`config.mk`:
```
export PLATFORM = sky130hd
export DESIGN_NAME = rstctl_reg
export DESIGN_NICKNAME = d
export VERILOG_FILES = /design/src/rtl/rstctl_pkg.sv /design/src/rtl/rstctl_decode.sv /design/src/rtl/rstctl_edge.sv /design/src/rtl/rstctl_pulse.sv /design/src/rtl/rstctl_reg.sv
export SDC_FILE = /design/constraint.sdc
export NUM_CORES = 1
export LEC_CHECK = 0
export ABC_CLOCK_PERIOD_IN_PS = 3800
export BUFFER_PORTS_ARGS = -buffer_cell sky130_fd_sc_hd__buf_2
export CORE_MARGIN = 2
export CORE_UTILIZATION = 35
export DETAILED_ROUTE_END_ITERATION = 8
export PLACE_DENSITY = 0.79
export SLEW_MARGIN = 30
export SYNTH_ARGS = -nofsm -noshare
export SYNTH_HDL_FRONTEND = slang
export SYNTH_SLANG_ARGS = --single-unit
```
`constraint.sdc`:
```
create_clock -name clk -period 3.8 [get_ports clk]
set_clock_uncertainty 0.1 [all_clocks]
set_input_delay 0.57 -clock clk [delete_from_list [all_inputs] [get_ports clk]]
set_output_delay 0.57 -clock clk [all_outputs]
set_load 0.03 [all_outputs]
```
`src/rtl/rstctl_pkg.sv`:
```
package rstctl_pkg;

    localparam int TRIG_BIT = 2;
    localparam int HARD_BIT = 1;

    typedef logic [7:0] byte_t;

    typedef struct packed {
        byte_t ctl;
    } ctl_state_t;

    typedef struct packed {
        logic strobe;
    } strobe_state_t;

endpackage

```
`src/rtl/rstctl_decode.sv`:
```
module rstctl_decode #(
    parameter int unsigned          ADDR_W    = 16,
    parameter logic [ADDR_W-1:0]    PORT_ADDR = 16'hCF9
) (
    input  logic [ADDR_W-1:0] io_addr,
    input  logic              io_wr,
    input  logic              io_rd,
    output logic              wr_hit,
    output logic              rd_hit
);

    logic sel;

    always_comb begin
        sel    = (io_addr == PORT_ADDR);
        wr_hit = sel && io_wr;
        rd_hit = sel && io_rd;
    end

endmodule

```
`src/rtl/rstctl_edge.sv`:
```
module rstctl_edge
    import rstctl_pkg::*;
(
    input  logic  clk,
    input  logic  rst_n,
    input  logic  wr_hit,
    input  byte_t wdata,
    output byte_t ctl_q,
    output logic  trig,
    output logic  hard
);

    ctl_state_t st_d, st_q;

    always_comb begin
        st_d = st_q;
        trig = 1'b0;
        hard = 1'b0;
        if (wr_hit) begin
            // compare against the old contents before storing the new byte
            trig     = wdata[TRIG_BIT] && !st_q.ctl[TRIG_BIT];
            hard     = trig && wdata[HARD_BIT];
            st_d.ctl = wdata;
        end
    end

    always_ff @(posedge clk) begin
        if (!rst_n) st_q <= '0;
        else        st_q <= st_d;
    end

    assign ctl_q = st_q.ctl;

    assert_store_R2: assert property (@(posedge clk) disable iff (!rst_n)
        wr_hit |=> ctl_q == $past(wdata));

    assert_hold_R3: assert property (@(posedge clk) disable iff (!rst_n)
        !wr_hit |=> $stable(ctl_q));

endmodule

```
`src/rtl/rstctl_pulse.sv`:
```
module rstctl_pulse #(
    parameter int unsigned PULSE_CYC = 8,
    localparam int unsigned CNT_W    = $clog2(PULSE_CYC + 1)
) (
    input  logic clk,
    input  logic rst_n,
    input  logic trig,
    output logic busy_o
);

    typedef struct packed {
        logic [CNT_W-1:0] cnt;
    } cnt_state_t;

    cnt_state_t st_d, st_q;

    always_comb begin
        st_d = st_q;
        if (trig)
            st_d.cnt = CNT_W'(PULSE_CYC);
        else if (st_q.cnt != '0)
            st_d.cnt = st_q.cnt - CNT_W'(1);
    end

    always_ff @(posedge clk) begin
        if (!rst_n) st_q <= '0;
        else        st_q <= st_d;
    end

    assign busy_o = (st_q.cnt != '0);

    assert_cnt_range_R6: assert property (@(posedge clk) disable iff (!rst_n)
        st_q.cnt <= CNT_W'(PULSE_CYC));

    assert_fall_at_end_R6: assert property (@(posedge clk) disable iff (!rst_n)
        $fell(busy_o) |-> $past(st_q.cnt) == CNT_W'(1));

endmodule

```
`src/rtl/rstctl_reg.sv`:
```
module rstctl_reg
    import rstctl_pkg::*;
#(
    parameter int unsigned       ADDR_W      = 16,
    parameter logic [ADDR_W-1:0] PORT_ADDR   = 16'hCF9,
    parameter int unsigned       PULSE_CYC   = 8,
    parameter logic [7:0]        ATTR_OFFSET = 8'h59,
    parameter logic [7:0]        ATTR_VALUE  = 8'h0F
) (
    input  logic              clk,
    input  logic              rst_n,
    input  logic [ADDR_W-1:0] io_addr,
    input  logic              io_wr,
    input  logic              io_rd,
    input  logic [7:0]        io_wdata,
    output logic [7:0]        io_rdata,
    output logic              io_rack,
    output logic              cpu_reset_o,
    output logic              attr_wr_o,
    output logic [7:0]        attr_idx_o,
    output logic [7:0]        attr_data_o
);

    logic  wr_hit, rd_hit, trig, hard;
    byte_t ctl_q;

    rstctl_decode #(.ADDR_W(ADDR_W), .PORT_ADDR(PORT_ADDR)) u_decode (
        .io_addr (io_addr),
        .io_wr   (io_wr),
        .io_rd   (io_rd),
        .wr_hit  (wr_hit),
        .rd_hit  (rd_hit)
    );

    rstctl_edge u_edge (
        .clk    (clk),
        .rst_n  (rst_n),
        .wr_hit (wr_hit),
        .wdata  (io_wdata),
        .ctl_q  (ctl_q),
        .trig   (trig),
        .hard   (hard)
    );

    rstctl_pulse #(.PULSE_CYC(PULSE_CYC)) u_pulse (
        .clk    (clk),
        .rst_n  (rst_n),
        .trig   (trig),
        .busy_o (cpu_reset_o)
    );

    strobe_state_t sb_d, sb_q;

    always_comb begin
        sb_d        = sb_q;
        sb_d.strobe = hard;
    end

    always_ff @(posedge clk) begin
        if (!rst_n) sb_q <= '0;
        else        sb_q <= sb_d;
    end

    always_comb begin
        io_rack     = rd_hit;
        io_rdata    = rd_hit ? ctl_q : 8'h00;
        attr_wr_o   = sb_q.strobe;
        attr_idx_o  = ATTR_OFFSET;
        attr_data_o = ATTR_VALUE;
    end

    assert_trig_pulse_R4: assert property (@(posedge clk) disable iff (!rst_n)
        (wr_hit && io_wdata[TRIG_BIT] && !ctl_q[TRIG_BIT]) |=> cpu_reset_o);

    assert_no_spurious_R5: assert property (@(posedge clk) disable iff (!rst_n)
        (!cpu_reset_o && !(wr_hit && io_wdata[TRIG_BIT] && !ctl_q[TRIG_BIT]))
        |=> !cpu_reset_o);

    assert_strobe_single_R7: assert property (@(posedge clk) disable iff (!rst_n)
        attr_wr_o |=> !attr_wr_o);

    assert_strobe_with_reset_R8: assert property (@(posedge clk) disable iff (!rst_n)
        attr_wr_o |-> cpu_reset_o);

endmodule

```
== Word level (Yosys, flattened, before mapping) ==
Index checks and enable logic that the tools add are counted.
W data, S select, Z words.
Storage, ports and cells
  latch bits: 0
  bits in writable memories: 0
  register bits: 13
  logic and storage cells: 20
  memories kept: 0
  ROM bits: 0
  output and inout bits: 27
Cells by class
  shifts and indexed selects: 0
  multiplexer cells: 4
  magnitude comparators: 0
  equality and inequality tests: 1
  reductions and logical operators: 9
  div/mod/pow operators: 0
  bitwise gates (word level): 1
  multipliers: 0
  $add $sub $neg: 1
Operators by type and width (count)
  $eq A16 B12 Y1 const B: 1
  $mux W4: 2
  $mux W8: 1
  $logic_and A1 B1 Y1: 4
  $reduce_bool A4 Y1: 1
  $sub A4 B1 Y4 const B: 1
  $reduce_and A2 Y1: 1
  $reduce_bool A2 Y1: 1
  $reduce_or A2 Y1: 1
  $logic_not A1 Y1: 1
  $mux W1: 1
  $not A1 Y1: 1

== Logic depth before layout (Yosys ltp) ==
Gate-level depths: netlist of the first run.
  word-level depth: 4
  depth in mapped cells: 6
  depth with buffers taken out: 6

== Modules after synthesis ==
A second synthesis of the first run with hierarchy kept.
Second synthesis, totals
  cell total of the unflattened synthesis: 85
  area total of the unflattened synthesis: 800.8 sq um
By module, submodules not included
  rstctl_edge: instances 1, cells an instance 28, area an instance 326.6 sq um
  rstctl_pulse: instances 1, cells an instance 22, area an instance 205.2 sq um
  rstctl_reg: instances 1, cells an instance 28, area an instance 203.9 sq um
  rstctl_decode: instances 1, cells an instance 7, area an instance 65.1 sq um

== Worst setup path before layout of the first run ==
OpenSTA, ideal clock, no wires.
  path type: input -> output
  start: input io_addr[13]
  end: output io_rdata[0]
  data arrival time: 1870 ps
  required time: 3130 ps
  buffers on the path: 1
  cell stages on the path: 4
  path slack: 1260 ps
  path through: or4b_1 -> nor4_2 -> buf_4 -> and3_1
Between the ends
  cells in the longest elaborated chain, start to end: 3
RTL lines
  from (decl): line rstctl_reg.sv:12  | input logic [ADDR_W-1:0] io_addr,
  $eq A16 B12 Y1: line rstctl_decode.sv:15  | sel = (io_addr == PORT_ADDR);
  $logic_and A1 B1 Y1: line rstctl_decode.sv:17  | rd_hit = sel && io_rd;
  $mux W8: line rstctl_reg.sv:66  | io_rdata = rd_hit ? ctl_q : 8'h00;
  to (decl): line rstctl_reg.sv:16  | output logic [7:0] io_rdata,
No other way between the ends.

== Worst setup path after layout of the first run ==
  start: input io_addr[13]
  end: output io_rdata[5]
Same word-level chain as after synthesis.

==> out/summary.txt, run 1 <==
run status - finished clean
CTS Buffer Depth - 2
mux cell area share after synthesis - 10.2%
post-cts resize count - 0
die area - 0.00265 mm2
CP Capture Type - output port
RePlAce Congestion - 0.720
most common library cells after synthesis - buf_4, nand2_1, dfxtp_1
Post-CTS Setup Bufs - 0
Cell Pwr Density - 413 mW/mm2
clk_lat worst skew - 270 ps
xor-xnor portion of the synthesized cell area - 2.22%
port buffer count - 38
Die Height - 51.5 um
static leakage - 0.571 nW
Max Cap Viol - 0
Initial DRC Count - 5
ys async rst share - 0%
Multi-input gate area - 434 um2
ranking of synthesized cells by area - dfxtp_1, buf_4, mux2i_1
Pwr Total - 0.000398 W
initial antenna violation count - 0
post-synthesis sequential area ratio - 33.0%
Final Max Slew Viols - 0
top-area cell type share of the netlist area - 33.0%
CTS HTree Levels - 1
HP Class - reg -> reg
RSZ-0062 raised after global routing - false
largest net degree at the start of global routing - 21
Synth area leader - dfxtp_1
setup_tns - 0 ps
total grt overflow - 0
Seq pwr share - 41.4%
Vias - 704
Post-Syn Area - 788 um2
layout overhead on the synthesized area - 22.4%
# diodes - 0
Post-synth EDFFs - 0
Post-Route WL - 1550 um
Synth Area in Adders - 3.17%
Synth cell types - 24
Max Clock Freq - 376 MHz
synthesized area per cell - 8.57 um2
Final Hold Vio Count - 0
vias in the first global route - 587
Setup crit start kind - input pin
Data required, critical path - 3130 ps
top_reg_cell synth - dfxtp_1
switching power - 0.000144 W
Syn Inst Count - 92
peak supply drop - 0.168 mV
register area - 260 um2
Nets - 161
row count - 17
GRT Total Usage - 12.3%
Fillers - 225
Root Buffer - clkbuf_4
Internal - 0.000254 W
switching portion of total power - 36.2%
share of layout cells above drive strength 1 - 33.8%
synth warn - 0
vias per cell - 4.46
Core Footprint - 0.00217 mm2
Post-CTS Hold Buffers - 0
first-pass GRT wire length - 2370 um
DR WL/cell - 9.80 um
largest family of logic cells by synthesized area - simple AND/OR/NAND/NOR gates
drt pass-1 iters - 3
crit path max fanout - 11
Final ANT Viol Nets - 0
CTS tree - done
critical path data arrival time - 1990 ps
post-synthesis simple-gate area fraction - 29.7%
clock-pin slew on the worst setup and hold paths - 70 ps
critical path type - in -> out
Starting Density - 36.3%
flops & latches, synth - 13
total CTS buffers - 3
Gate power share - 37.6%
Clock power frac - 21.0%
Tmin final - 2660 ps
Remaining DRCs - 0
IO Count - 55
die width - 51.5 um
fin crit share - 69.9%
compound-gate portion of the synthesized area - 2.22%
Setup-failing EPs final - 0
post-detail-place hpwl - 1270 um
Sink Count - 13
-- cells by family after synthesis --
family | count (synthesis)
XOR/XNOR | 2
buffers and inverters | 22
other | 2
multiplexers | 8
AO/OA/AOI/OAI | 3
adder cells (fa/ha/maj) | 2
AND/OR/NAND/NOR | 40
flip-flops | 13
-- final cells by class --
type / count / area share [%]
inverter: 3 / 1.17
tap: 28 / 3.63
clock buffer: 4 / 2.72
multi-input combinational: 71 / 45.0
sequential: 13 / 27.0
timing repair buffer: 39 / 20.5
-- layer usage --
layer | up-vias | wire length (um) | GRT usage (%)
li1 | 353 | - | -
met1 | 308 | 616 | 13.3
met2 | 41 | 768 | 21.8
met3 | 2 | 149 | 4.68
met4 | 0 | 16 | 3.95
met5 | - | 0 | 0
-- critical path, cell delays in order --
cell and delay (ps):
buf_2 90, or4b_1 530, nor4_2 210, buf_4 210, and3_1 180, buf_2 200
-- sequential cells by signal, indices dropped and copies added, names as in the netlist --
name / count
u_pulse.st_q: 4
attr_wr_o: 1
u_edge.ctl_q: 8
-- path summary, 6_finish.rpt --
| kind | cells past startpoint | slack [ps] | end | from |
|---|---|---|---|---|
| setup / recovery | 6 | 1140 | io_rdata[5] | io_addr[13] |
| setup reg to reg | 5 | 2320 | u_pulse.st_q[1]$_SDFFE_PP0P_ | u_pulse.st_q[0]$_SDFFE_PP0P_ |
| hold / removal | 2 | 360 | u_edge.ctl_q[4]$_SDFFE_PN0P_ | u_edge.ctl_q[4]$_SDFFE_PN0P_ |
| hold reg to reg | 2 | 360 | u_edge.ctl_q[4]$_SDFFE_PN0P_ | u_edge.ctl_q[4]$_SDFFE_PN0P_ |
-- power by group through the flow --
stage | clock network [W] | logic [W] | registers [W]
floorplan | 0 | 0.000129 | 0.000165
global placement | 0 | 0.000144 | 0.000167
detailed placement | 0 | 0.000150 | 0.000168
CTS | 0.0000864 | 0.000151 | 0.000165
global route | 0.0000922 | 0.000167 | 0.000168
finish | 0.0000835 | 0.000150 | 0.000165
-- stage by stage --
stage                     std cells  area [um2]  setup slack [ps]  hold WS, ps  util [%]
after floorplan                 106         841              1260          334         -
after global placement          154         938              1150          341      43.3
after global routing            158         965              1080          388      44.5
after CTS                       158         965              1130          364      44.5
final                           158         965              1140          359      44.5
after detailed placement        154         938              1130          354      43.3
-- placed cells by master, fill, tap and decap left out --
| cell type | n |
|---|---|
| and3_1 | 10 |
| mux2i_1 | 8 |
| nand2_4 | 1 |
| a21oi_1 | 1 |
| o21ai_0 | 1 |
| a21boi_0 | 1 |
| buf_2 | 38 |
| nor2_1 | 1 |
| conb_1 | 16 |
| inv_1 | 3 |
| ha_1 | 2 |
| and2_1 | 1 |
| and4_1 | 1 |
| nor4_2 | 1 |
| nand4b_1 | 3 |
| buf_4 | 1 |
| xnor2_1 | 1 |
| nor3_1 | 1 |
| xor2_1 | 1 |
| clkbuf_1 | 1 |
| nor3b_1 | 1 |
| nand2_1 | 17 |
| dfxtp_1 | 13 |
| or4b_1 | 2 |
| or3_1 | 1 |
| clkbuf_4 | 3 |
Note: power is estimated with default switching activity, not from simulation.
==> run 2, diff against run 1 <==
--- a/config.mk
+++ b/config.mk
@@ -5,7 +5,7 @@
 export SDC_FILE = /design/constraint.sdc
 export NUM_CORES = 1
 export LEC_CHECK = 0
-export ABC_CLOCK_PERIOD_IN_PS = 3800
+export ABC_CLOCK_PERIOD_IN_PS = 2750
 export BUFFER_PORTS_ARGS = -buffer_cell sky130_fd_sc_hd__buf_2
 export CORE_MARGIN = 2
 export CORE_UTILIZATION = 35
==> constraint.sdc (replaced) <==
create_clock -name clk -period 2.75 [get_ports clk]
set_clock_uncertainty 0.1 [all_clocks]
set_input_delay 0.4125 -clock clk [delete_from_list [all_inputs] [get_ports clk]]
set_output_delay 0.4125 -clock clk [all_outputs]
set_load 0.03 [all_outputs]
==> run 2 against run 1 <==
  * Routed wire length shrank 0.39%
  * Power is 38% higher
  * Die area is the same
  * Largest power group unchanged
  * Sequential power grew 38%
==> out/summary.txt, run 2 (same netlist as run 1, synthesis figures left out) <==
commonest cells after routing, fill and taps aside - buf_2, nand2_1, conb_1
hold slack - 282 ps (-77.0 ps)
number of flip-flops in the largest register - 8 (unchanged)
setup_tns - 0 ps (unchanged)
critical path type - in -> out
slowest CP cell - or4b_1
Initial DRC Count - 4 (-1)
initial antenna violation count - 0 (unchanged)
peak supply drop - 0.253 mV (+51%)
layout overhead on the synthesized area - 22.4% (unchanged)
Final Max Slew Viols - 0 (unchanged)
Worst Reg-to-Reg Cells - 5 (unchanged)
port buffer count - 38 (unchanged)
row count - 17 (unchanged)
Post-CTS Hold Buffers - 0 (unchanged)
R2R Path Start - u_pulse.st_q[0]$_SDFFE_PP0P_
Crit path top cell by count - buf_2
CTS Buffer Depth - 2 (unchanged)
crit path max fanout - 11 (unchanged)
share of layout cells above drive strength 1 - 33.8% (unchanged)
drt pass-1 iters - 4 (+1)
Data required, critical path - 2240 ps (-890 ps)
first-pass GRT wire length - 2330 um (-2.0%)
Final Hold Vio Count - 0 (unchanged)
HP Class - in -> reg
Setup-failing EPs final - 0 (unchanged)
post-detail-place hpwl - 1250 um (-1.2%)
Starting Density - 36.3% (unchanged)
die width - 51.5 um (unchanged)
end of the critical path - io_rdata[0]
post-cts resize count - 0 (unchanged)
crit path cell chain - buf_2 > or4b_1 > nor4_2 > buf_4 > and3_1 > buf_2
static leakage - 0.571 nW (unchanged)
Crit. Startpoint - io_addr[13]
DR WL/cell - 9.77 um (-0.39%)
total CTS buffers - 3 (unchanged)
CP Capture Type - output port
Sink Count - 13 (unchanged)
CTS HTree Levels - 1 (unchanged)
worst r2r dst - u_pulse.st_q[2]$_SDFFE_PP0P_
Root Buffer - clkbuf_4
Max Cap Viol - 0 (unchanged)
CTS tree - done
largest net degree at the start of global routing - 21 (unchanged)
critical path data arrival time - 1830 ps (-160 ps)
vias per cell - 4.47 (+0.28%)
die area - 0.00265 mm2 (unchanged)
Tmin final - 2340 ps
Post-Route WL - 1540 um (-0.39%)
Stages on worst setup path - 6 (unchanged)
Die Height - 51.5 um (unchanged)
Vias - 706 (+0.28%)
GRT Total Usage - 12.0% (-0.24 points)
Fillers - 228 (+1.3%)
Cell Pwr Density - 568 mW/mm2 (+38%)
IO Count - 55 (unchanged)
# diodes - 0 (unchanged)
total grt overflow - 0 (unchanged)
Multi-input gate area - 434 um2 (unchanged)
register area - 260 um2 (unchanged)
worst reg2reg setup slack - 1280 ps (-1040 ps)
commonest non-fill, non-tap cell in the layout - buf_2
crit-path leading delay family - simple AND/OR/NAND/NOR gates
Placed Area - 938 um2 (unchanged)
vias in the first global route - 572 (-2.6%)
Core Footprint - 0.00217 mm2 (unchanged)
Post-CTS Setup Bufs - 0 (unchanged)
Pwr Total - 0.000548 W (+38%)
Setup crit start kind - input pin
Final ANT Viol Nets - 0 (unchanged)
Remaining DRCs - 0 (unchanged)
fin crit share - 85.3%
Crit path largest cell delay - 540 ps (about the same)
RePlAce Congestion - 0.720 (about the same)
RSZ-0062 raised after global routing - false
clock-pin slew on the worst setup and hold paths - 70 ps (about the same)
Max Clock Freq - 426 MHz
Final Util - 44.5% (unchanged)
Nets - 161 (unchanged)
clk_lat worst skew - 270 ps (about the same)
CP Buf/Inv Count - 3 (unchanged)
Post-Layout Inst Area - 965 um2 (unchanged)
run status - finished clean
run 2: cell counts in the layout (fill, tap and decap cells not counted):
No cell type changed its count.
run 2: worst min-delay path by stage:
stage / start / to / slack (ps) / cells past startpoint
4_1_cts: io_wdata[5] / u_edge.ctl_q[5]$_SDFFE_PN0P_ / 270 / 3
3_5_place_dp: u_edge.ctl_q[4]$_SDFFE_PN0P_ / u_edge.ctl_q[4]$_SDFFE_PN0P_ / 350 / 2
3_3_place_gp: u_edge.ctl_q[5]$_SDFFE_PN0P_ / u_edge.ctl_q[5]$_SDFFE_PN0P_ / 340 / 2
2_1_floorplan: u_edge.ctl_q[0]$_SDFFE_PN0P_ / u_edge.ctl_q[0]$_SDFFE_PN0P_ / 330 / 2
5_1_grt: io_wdata[6] / u_edge.ctl_q[6]$_SDFFE_PN0P_ / 270 / 3
6_report: io_wdata[5] / u_edge.ctl_q[5]$_SDFFE_PN0P_ / 280 / 3
run 2: final cells by class:
cell class	count	area share (%)
clock buffers	4	2.72
repair buffers	39	20.5
multi-input cells	71	45.0
inverters	3	1.17
flip-flops and latches	13	27.0
well taps	28	3.63
run 2: metrics by stage:
step,cells,setup slack (ps)
6_report,158,405
5_1_grt,158,320
4_1_cts,158,406
2_1_floorplan,106,525
3_3_place_gp,154,418
3_5_place_dp,154,408
run 2: worst min-delay path: cells and delay by family:
kind                   cells  cell delay, ps
buffers and inverters      1              90
muxes                      1              50
and+or+nand+nor            1              40
run 2: routing by layer:
metal | up-vias | part of all wire (%) | global-route usage [%] | wire length, um
li1 | 352 | - | - | -
met4 | 0 | 1.0 | 3.95 | 16
met3 | 2 | 9.9 | 5.56 | 153
met2 | 39 | 51 | 22.9 | 786
met1 | 313 | 38 | 11.1 | 587
met5 | - | 0 | 0 | 0
run 2: where the power goes:
part	internal, W	switching [W]	leakage (nW)
combinational	0.0000833	0.000122	0.450
clock	0.0000562	0.0000574	0.0150
sequential	0.000211	0.0000170	0.106
total	0.000351	0.000197	0.571
